File: src/rtl/spx_pkg.sv
package spx_pkg;
  parameter int unsigned SPX_BYTE_W = 8;
  parameter int unsigned SPX_CARD_W = 2;
  parameter int unsigned SPX_IDX_W  = 4;
  parameter int unsigned SPX_N_EXT   = 9;
  parameter int unsigned SPX_N_LOCAL = 2;
endpackage

File: src/rtl/spx_rst_sync.sv
module spx_rst_sync #(
  parameter int unsigned STAGES = 2
) (
  input  logic clk,
  input  logic arst_n,
  output logic rst_n_o
);
  logic [STAGES-1:0] sync_q;

  always_ff @(posedge clk or negedge arst_n) begin
    if (!arst_n) sync_q <= '0;
    else         sync_q <= {sync_q[STAGES-2:0], 1'b1};
  end

  assign rst_n_o = sync_q[STAGES-1];
endmodule

File: src/rtl/spx_shift.sv
module spx_shift
  import spx_pkg::*;
#(
  parameter int unsigned BYTE_W = SPX_BYTE_W
) (
  input  logic              clk,
  input  logic              rst_n,
  input  logic              sclk,
  input  logic              sdi,
  input  logic              setup_n,
  output logic [BYTE_W-1:0] byte_q,
  output logic              byte_ok
);
  localparam int unsigned CNT_W = $clog2(BYTE_W + 1);
  localparam logic [CNT_W-1:0] CNT_FULL = CNT_W'(BYTE_W);

  logic              sclk_q, setup_q;
  logic [CNT_W-1:0]  cnt_q, cnt_d, cnt_base;
  logic [BYTE_W-1:0] byte_d;
  logic              ok_d;
  logic              sclk_rise, setup_fall, setup_rise, shift_en;

  // edge detection and next state
  always_comb begin
    sclk_rise  = sclk & ~sclk_q;
    setup_fall = ~setup_n & setup_q;
    setup_rise = setup_n & ~setup_q;
    shift_en   = ~setup_n & sclk_rise;

    cnt_base = setup_fall ? '0 : cnt_q;
    cnt_d    = cnt_base;
    if (shift_en && (cnt_base != CNT_FULL)) cnt_d = cnt_base + 1'b1;

    byte_d = {byte_q[BYTE_W-2:0], sdi};

    ok_d = byte_ok;
    if (!setup_n)        ok_d = 1'b0;
    else if (setup_rise) ok_d = (cnt_q == CNT_FULL);
  end

  always_ff @(posedge clk or negedge rst_n) begin
    if (!rst_n) begin
      sclk_q  <= 1'b0;
      setup_q <= 1'b1;
      cnt_q   <= '0;
      byte_q  <= '0;
      byte_ok <= 1'b0;
    end else begin
      sclk_q  <= sclk;
      setup_q <= setup_n;
      cnt_q   <= cnt_d;
      if (shift_en) byte_q <= byte_d;
      byte_ok <= ok_d;
    end
  end

  // newest bit lands in the low position
  assert_msb_first_R2: assert property (@(posedge clk) disable iff (!rst_n)
    shift_en |=> (byte_q[0] == $past(sdi)))
    else $error("R2 shift order broken");

  // counter saturates at a full byte
  assert_cnt_bound_R9: assert property (@(posedge clk) disable iff (!rst_n)
    cnt_q <= CNT_FULL)
    else $error("R9 bit counter overflow");

  // a selection becomes valid only after a full byte
  assert_full_byte_R9: assert property (@(posedge clk) disable iff (!rst_n)
    $rose(byte_ok) |-> ($past(cnt_q) == CNT_FULL))
    else $error("R9 short byte accepted");

  // setup strobe withdraws the selection on the next edge
  assert_setup_clears_R8: assert property (@(posedge clk) disable iff (!rst_n)
    (!setup_n && setup_q) |=> !byte_ok)
    else $error("R8 selection kept during setup");
endmodule

File: src/rtl/spx_demux.sv
module spx_demux #(
  parameter int unsigned N_DEV  = 11,
  parameter int unsigned CARD_W = 2,
  parameter int unsigned IDX_W  = 4
) (
  input  logic [CARD_W-1:0] card,
  input  logic [CARD_W-1:0] card_id,
  input  logic [IDX_W-1:0]  idx,
  input  logic              byte_ok,
  input  logic              setup_n,
  input  logic              access_n,
  output logic [N_DEV-1:0]  dev_sel_n
);
  logic hit;

  always_comb begin
    hit = byte_ok & setup_n & ~access_n & (card == card_id);
  end

  for (genvar g = 0; g < N_DEV; g++) begin : g_sel
    assign dev_sel_n[g] = ~(hit && (idx == IDX_W'(g)));
  end
endmodule

File: src/rtl/spx_expander.sv
module spx_expander
  import spx_pkg::*;
#(
  parameter int unsigned N_EXT   = SPX_N_EXT,
  parameter int unsigned N_LOCAL = SPX_N_LOCAL
) (
  input  logic                  clk,
  input  logic                  rst_n,
  input  logic [SPX_CARD_W-1:0] card_id,
  input  logic                  sclk,
  input  logic                  sdi,
  input  logic                  setup_n,
  input  logic                  access_n,
  output logic [N_EXT-1:0]      ext_sel_n,
  output logic [N_LOCAL-1:0]    local_sel_n
);
  localparam int unsigned N_DEV = N_EXT + N_LOCAL;

  logic                  rst_sync_n;
  logic [SPX_BYTE_W-1:0] byte_q;
  logic                  byte_ok;
  logic [SPX_CARD_W-1:0] card;
  logic [SPX_IDX_W-1:0]  idx;
  logic [N_DEV-1:0]      dev_n;

  spx_rst_sync #(.STAGES(2)) u_rst (
    .clk     (clk),
    .arst_n  (rst_n),
    .rst_n_o (rst_sync_n)
  );

  spx_shift #(.BYTE_W(SPX_BYTE_W)) u_shift (
    .clk     (clk),
    .rst_n   (rst_sync_n),
    .sclk    (sclk),
    .sdi     (sdi),
    .setup_n (setup_n),
    .byte_q  (byte_q),
    .byte_ok (byte_ok)
  );

  assign card = byte_q[SPX_BYTE_W-1 -: SPX_CARD_W];
  assign idx  = byte_q[SPX_IDX_W-1:0];

  spx_demux #(.N_DEV(N_DEV), .CARD_W(SPX_CARD_W), .IDX_W(SPX_IDX_W)) u_demux (
    .card      (card),
    .card_id   (card_id),
    .idx       (idx),
    .byte_ok   (byte_ok),
    .setup_n   (setup_n),
    .access_n  (access_n),
    .dev_sel_n (dev_n)
  );

  assign ext_sel_n   = dev_n[N_EXT-1:0];
  assign local_sel_n = dev_n[N_DEV-1:N_EXT];

  assert_one_sel_R10: assert property (@(posedge clk) disable iff (!rst_sync_n)
    $onehot0(~dev_n))
    else $error("R10 several selects low");

  assert_idle_access_R6: assert property (@(posedge clk) disable iff (!rst_sync_n)
    access_n |-> (&dev_n))
    else $error("R6 select low without access");

  assert_setup_quiet_R8: assert property (@(posedge clk) disable iff (!rst_sync_n)
    !setup_n |-> (&dev_n))
    else $error("R8 select low during setup");

  assert_card_gate_R3: assert property (@(posedge clk) disable iff (!rst_sync_n)
    (card != card_id) |-> (&dev_n))
    else $error("R3 foreign card selected");

  assert_high_idx_R5: assert property (@(posedge clk) disable iff (!rst_sync_n)
    (int'(idx) >= N_DEV) |-> (&dev_n))
    else $error("R5 undecoded index selected");

  assert_no_byte_R1: assert property (@(posedge clk) disable iff (!rst_sync_n)
    !byte_ok |-> (&dev_n))
    else $error("R1 select without a byte");
endmodule

File: config.mk
export PLATFORM = sky130hd
export DESIGN_NAME = spx_expander
export DESIGN_NICKNAME = d
export VERILOG_FILES = /design/src/rtl/spx_pkg.sv /design/src/rtl/spx_rst_sync.sv /design/src/rtl/spx_shift.sv /design/src/rtl/spx_demux.sv /design/src/rtl/spx_expander.sv
export SDC_FILE = /design/constraint.sdc
export NUM_CORES = 1
export LEC_CHECK = 0
export CAP_MARGIN = 15
export CORE_ASPECT_RATIO = 1.4
export CORE_MARGIN = 3
export CORE_UTILIZATION = 40
export DETAILED_ROUTE_END_ITERATION = 7
export SYNTH_ARGS = -nofsm -noshare
export SYNTH_HDL_FRONTEND = slang
export SYNTH_HIERARCHICAL = 1
export SYNTH_SLANG_ARGS = --single-unit
File: constraint.sdc
create_clock -name clk -period 1.22 [get_ports clk]
set_input_delay 0.244 -clock clk [delete_from_list [all_inputs] [get_ports clk]]
set_output_delay 0.244 -clock clk [all_outputs]
set_load 0.01 [all_outputs]
==> impl_metrics.yaml, run 1 <==
grt:
  grt_first_pass_wirelength_um: 4290
  grt_use_total: 0.170
  overflow: 0
  grt_max_degree: 12
  antenna_found_initial: 0
  grt_pass1_vias: 940
sta:
  layout_setup_ws_ps: -659
  final_hold_viol_count: 0
  finalSetupViolCount: 24
  rsz0062_at_grt: "true"
  slew_viol_final: 0
  fin_worst_skew_ps: 0.698
  timing.fmax_mhz: 532
  min_period_ps: 1880
  fin_crit_sh: 1.54
  setup_tns_ps: -6870
clock_tree:
  clkSinkCount: 17
  path_clk_slew_ps: 100
  cts-htree-levels: 1
  cts_root_buffer: "clkbuf_4"
  clock_latency_ps: 280
  tritoncts: "done"
  cts_buffer_depth: 2
  numCtsBuffers: 3
  cts_hold_buffers: 0
die:
  std_cell_rows: 21
  die_h_um: 66.1
  io_pins: 19
  fp.dieArea_um2: 3230
  start_util: 0.427
  die_w_um: 48.9
  core_um2: 2420
synthesis:
  syn_area_um2: 1030
  ys_warn_count: 6
  synth_seq_cells: 17
  yosys.cell_types.count: 33
  synth_ff_type: "dfrtp_1"
  synth_edf_count: 0
  synth_seq_area_share: 0.414
  synthesis.nets: 95
  avgSynthCellArea_um2: 12.1
  synthArstFlopShare: 1.00
  syn_inst: 85
outcome:
  outcome: "finished with violations"
  violations: "negative setup slack"
power:
  totalPowerFinal_uw: 2580
  pwr_density_cell_nw_per_um2: 1550
  internal_power_uw: 1730
  switching_power_uw: 854
  swShare: 0.331
  ir_drop_v: 0.000909
  seq_power_share: 0.318
  leakage_uw: 0.000757
  p_comb_frac: 0.570
  pwr-share-clk: 0.112
detailed_routing:
  routed_wirelength_um: 2540
  wl_met2_um: 1490
  remaining_drc_errors: 0
  ant_nets: 0
  post_drt_wl_per_cell_um: 14.4
  top_layer_used: "met4"
  drt_iter0_drc: 11
  via_per_inst: 4.96
  met1_length_um: 969
  dr_wl_met3_um: 63
  vias: 878
  dr.pass1.iters: 4
critical_path:
  crit_slowest_cell: "dfstp_2"
  critical_path_arrival_ps: 2050
  crit_fanout: 3
  slowest_delay_ps: 540
  crit_type: "reg2reg"
  endpoint_kind: "flop"
  crit_path_start_kind: "flop"
  cp.required_ps: 1390
  crit_chain: "or2b_1 > and2_4 > inv_2 > ha_4 > and4bb_1 > and2b_4 > mux2_4"
place:
  portBuffers: 18
  gp_congestion: 0.718
  placed_cell_area_um2: 1350
  dp_hpwl_um: 1550
  dpl.cell_count: 151
final_layout:
  layout-drive-gt1-share: 0.629
  finalInstanceArea_um2: 1660
  diodes: 0
  final_util: 0.687
  final_cells: 177
  n_fill_cell: 193
  final_nets: 154
  area_growth_pct: 61.2
flow_run:
  max_cap_violations: 0
worst_hold_path:
  hp-class: "reg2async"
==> path summary, 6_finish.rpt <==
| check | start | depth (start not counted) | slack [ps] | end |
|---|---|---|---|---|
| setup / recovery | u_shift/setup_q | 7 | -660 | u_shift/cnt_q[1] |
| hold / removal | u_rst/sync_q[1] | 0 | 70 | u_shift/byte_q[4] |
| setup reg to reg | u_shift/setup_q | 7 | -660 | u_shift/cnt_q[1] |
| hold reg to reg | u_rst/sync_q[1] | 0 | 70 | u_shift/byte_q[4] |
| max in group asynchronous | u_rst/sync_q[1] | 1 | 660 | u_shift/setup_q |
| min in group clk | sclk | 2 | 320 | u_shift/sclk_q |
==> cell families (layout without fill, tap and decap cells) <==
group / count (synthesis) / count (layout) / share of synthesized area
XOR/XNOR: 4 / 4 / 0.0340
other: 1 / 1 / 0.00364
flip-flops: 17 / 17 / 0.414
adder cells (fa/ha/maj): 2 / 2 / 0.0243
buffers and inverters: 10 / 68 / 0.0728
AND/OR/NAND/NOR: 40 / 40 / 0.335
multiplexers: 9 / 9 / 0.102
AO/OA/AOI/OAI: 2 / 2 / 0.0146
==> area by class of cell <==
| type | count | area [um2] | area share |
|---|---|---|---|
| clock inverters | 1 | 5.00 | 0.00301 |
| clock buffers | 3 | 22.5 | 0.0136 |
| repair buffers | 62 | 513 | 0.309 |
| flip-flops and latches | 17 | 432 | 0.260 |
| well taps | 34 | 42.5 | 0.0256 |
| inverters | 2 | 7.51 | 0.00452 |
| multi-input cells | 58 | 639 | 0.385 |
==> metal layers <==
layer  global-route usage  up-vias
li1                     -      436
met5                    0        -
met2                0.345       14
met3               0.0203        2
met4               0.0427        0
met1                0.181      426
==> placed cells by master, fill, tap and decap left out, types with 2 or more instances in the layout <==
master,instances
and3_4,2
and4bb_1,5
buf_2,11
buf_4,28
buf_6,16
clkbuf_4,3
clkdlybuf4s50_1,5
dfrtp_1,12
dfrtp_2,4
dlygate4sd2_1,2
mux2_4,9
nand2_1,4
nand4_1,11
nor4b_4,3
xnor2_2,2
==> power groups by stage <==
stage | combinational (uW) | clock [uW] | sequential, uW
3_5_place_dp | 676 | 0 | 919
2_1_floorplan | 586 | 0 | 790
6_report | 1470 | 289 | 821
3_3_place_gp | 656 | 0 | 908
5_1_grt | 1550 | 331 | 843
4_1_cts | 1300 | 304 | 811
==> registers in the layout (all words and copies together), names as in the netlist <==
signal	count
u_rst/sync_q	2
u_shift/setup_q	1
u_shift/sclk_q	1
u_shift/byte_ok	1
u_shift/cnt_q	4
u_shift/byte_q	8
==> synthesized netlist by cell type, types with 2 or more instances <==
cell,instances,area [um2]
and3_1,2,12.5
and4bb_1,5,62.6
buf_2,3,15.0
buf_6,4,45.0
dfrtp_1,16,400
ha_1,2,25.0
inv_1,2,7.51
mux2_2,8,90.1
nand2_1,4,15.0
nand4_1,11,68.8
nor4b_2,4,60.1
xnor2_1,3,26.3
==> metrics by stage <==
step / hold slack (ps) / setup WS, ps
global placement: 64.9 / -830
finish: 74.6 / -659
detailed placement: 74.1 / -868
CTS: 84.2 / -653
floorplan: -51.6 / -634
global route: 95.7 / -716
==> critical path, delay by kind of cell (launching register included) <==
kind,cells,cell delay (ps)
adders and majority gates,1,110
buffers and inverters,1,60
DFF,1,540
and+or+nand+nor,4,780
muxes,1,290
==> repair_timing <==
action                     CTS  global route
setup buffers               19             4
pin swaps                   20            11
setup endpoints to repair   24            24
gates cloned                 1             0
gates resized for setup     85            10
hold endpoints to repair     0             0
Power figures use the tool's default switching activity.
==> run 2, diff against run 1 <==
--- a/config.mk
+++ b/config.mk
@@ -10,6 +10,7 @@
 export CORE_MARGIN = 3
 export CORE_UTILIZATION = 40
 export DETAILED_ROUTE_END_ITERATION = 7
+export SETUP_SLACK_MARGIN = 0.2
 export SYNTH_ARGS = -nofsm -noshare
 export SYNTH_HDL_FRONTEND = slang
 export SYNTH_HIERARCHICAL = 1
==> run 2 against run 1 <==
  * The flow still finishes with violations (negative setup slack)
  * Combinational power up 9.5%
  * Via count is 4.1% higher
  * Total power rose by 5.5%
  * Non-clock buffer count fell by 1
  * Core utilization rose by 0.62 points
  * Critical path depth did not move
  * Clock-buffer cell count is 1 higher
  * Clock skew up 6.6 ps
  * Fmax shrank 4.2%
  * Worst setup slack worse by 83 ps
  * Largest power group unchanged
  * Highest routed layer unchanged
==> impl_metrics.yaml, run 2 (synthesis gave the netlist of run 1 again) <==
place:
  portBuffers: 18
  placed_cell_area_um2: 1360
  pre_cts_slack_ps: -905
  dp_hpwl_um: 1470
  dpl.cell_count: 149
  gp_congestion: 0.716
detailed_routing:
  remaining_drc_errors: 0
  drt_iter0_drc: 50
  post_drt_wl_per_cell_um: 15.2
  via_per_inst: 5.19
  dr.pass1.iters: 4
  ant_nets: 0
  vias: 914
  routed_wirelength_um: 2670
final_layout:
  diodes: 0
  regMostFlops: "u_shift/byte_q"
  finalInstanceArea_um2: 1680
  layout_common_cells: "buf_6 (20), buf_4 (19), buf_2 (14)"
  layout-drive-gt1-share: 0.613
  reg.largest.list: "u_shift/byte_q: 8 flops, u_shift/cnt_q: 4 flops, u_rst/sync_q: 2 flops"
  largest_reg_flops: 8
  final_nets: 153
  final_cells: 176
  area_growth_pct: 62.6
  layout_commonest_cell: "buf_6"
clock_tree:
  cts-htree-levels: 1
  tritoncts: "done"
  numCtsBuffers: 3
  cts_buffer_depth: 2
  clock_latency_ps: 280
  cts_root_buffer: "clkbuf_4"
  path_clk_slew_ps: 100
  clkSinkCount: 17
critical_path:
  cp.required_ps: 1400
  crit_path_start_kind: "flop"
  cpLargestDelayFamily: "simple AND/OR/NAND/NOR gates"
  endpoint_kind: "flop"
  crit_chain: "or2b_1 > and2_4 > inv_4 > ha_4 > and4bb_1 > and2b_4 > mux2_4"
  crit_slowest_cell: "dfstp_2"
  crit_fanout: 3
  reg2reg_from: "u_shift/setup_q"
  slowest_delay_ps: 540
  crit_type: "reg2reg"
  critPathBufInv: 1
  critical_path_arrival_ps: 2140
  crit_start: "u_shift/setup_q"
die:
  start_util: 0.427
  std_cell_rows: 21
  core_um2: 2420
  die_w_um: 48.9
  fp.dieArea_um2: 3230
  io_pins: 19
  die_h_um: 66.1
power:
  pwr_density_cell_nw_per_um2: 1620
  swShare: 0.331
  switching_power_uw: 900
  internal_power_uw: 1820
  seq_power_share: 0.302
  leakage_uw: 0.000761
  ir_drop_v: 0.000941
  p_comb_frac: 0.591
  pwr-share-clk: 0.107
sta:
  rsz0062_at_grt: "true"
  timing.fmax_mhz: 510
  finalSetupViolCount: 24
  hold_ws_ps: 122
  setup_tns_ps: -7180
  fin_crit_sh: 1.61
  final_hold_viol_count: 0
  layout_setup_ws_ps: -742
  min_period_ps: 1960
  slew_viol_final: 0
  fin_worst_skew_ps: 7.31
outcome:
  outcome: "finished with violations"
  violations: "negative setup slack"
grt:
  antenna_found_initial: 0
  grt_pass1_vias: 938
  grt_first_pass_wirelength_um: 4440
  overflow: 0
  grt_max_degree: 16
  grt_use_total: 0.174
worst_hold_path:
  hp-class: "in2async"
flow_run:
  max_cap_violations: 0
==> run 2: cell count changes in the layout (fill, tap and decap cells not counted), sizes merged <==
cell	before	now
buf	55	54
clkinv	1	0
clkbuf	3	4
==> run 2: worst paths after layout <==
path / to / slack, ps / depth (start not counted)
setup reg to reg: u_shift/cnt_q[1] / -740 / 7
setup / recovery: u_shift/cnt_q[1] / -740 / 7
min in group clk: u_shift/sclk_q / 230 / 1
hold / removal: u_rst/sync_q[1] / 120 / 1
max in group asynchronous: u_shift/setup_q / 810 / 1
hold reg to reg: u_shift/cnt_q[1] / 170 / 1
==> run 2: area by class of cell <==
type                       count  area (um2)
timing repair buffer          61         526
fill                         175         741
multi-input combinational     58         641
sequential                    17         432
inverter                       2        10.0
clock buffer                   4        26.3
tap                           34        42.5
==> run 2: what timing repair did <==
| action | 4_1_cts | 5_1_grt |
|---|---|---|
| gates resized for setup | 79 | 15 |
| hold buffers | 0 | 0 |
| pin swaps | 12 | 10 |
| endpoints found under the setup margin | 24 | 24 |
| cloned | 2 | 1 |
| setup buffers | 17 | 3 |
==> run 2: layer usage <==
metal	GRT usage	share of wire
met3	0.0271	0.037
met4	0.0391	0.026
met1	0.194	0.40
met5	0	0
met2	0.342	0.53
==> run 2: metrics by stage <==
stage          utilization  total power [uW]
6_report             0.694              2720
5_1_grt              0.694              2850
4_1_cts              0.654              2470
3_5_place_dp         0.561              1630
3_3_place_gp         0.561              1610
2_1_floorplan            -              1440
==> run 2: power groups by stage <==
stage / Clock [uW] / Sequential [uW] / Combinational, uW
detailed placement: 0 / 911 / 715
global route: 316 / 841 / 1690
floorplan: 0 / 795 / 647
CTS: 296 / 801 / 1380
finish: 292 / 821 / 1610
global placement: 0 / 908 / 697
==> run 2: worst reg2reg max path, delay by kind of cell, from the launching register on <==
family / cells / cell delay [ps]
AND/OR/NAND/NOR: 4 / 860
flip-flops: 1 / 540
multiplexers: 1 / 290
adder cells (fa/ha/maj): 1 / 120
buffers and inverters: 1 / 50
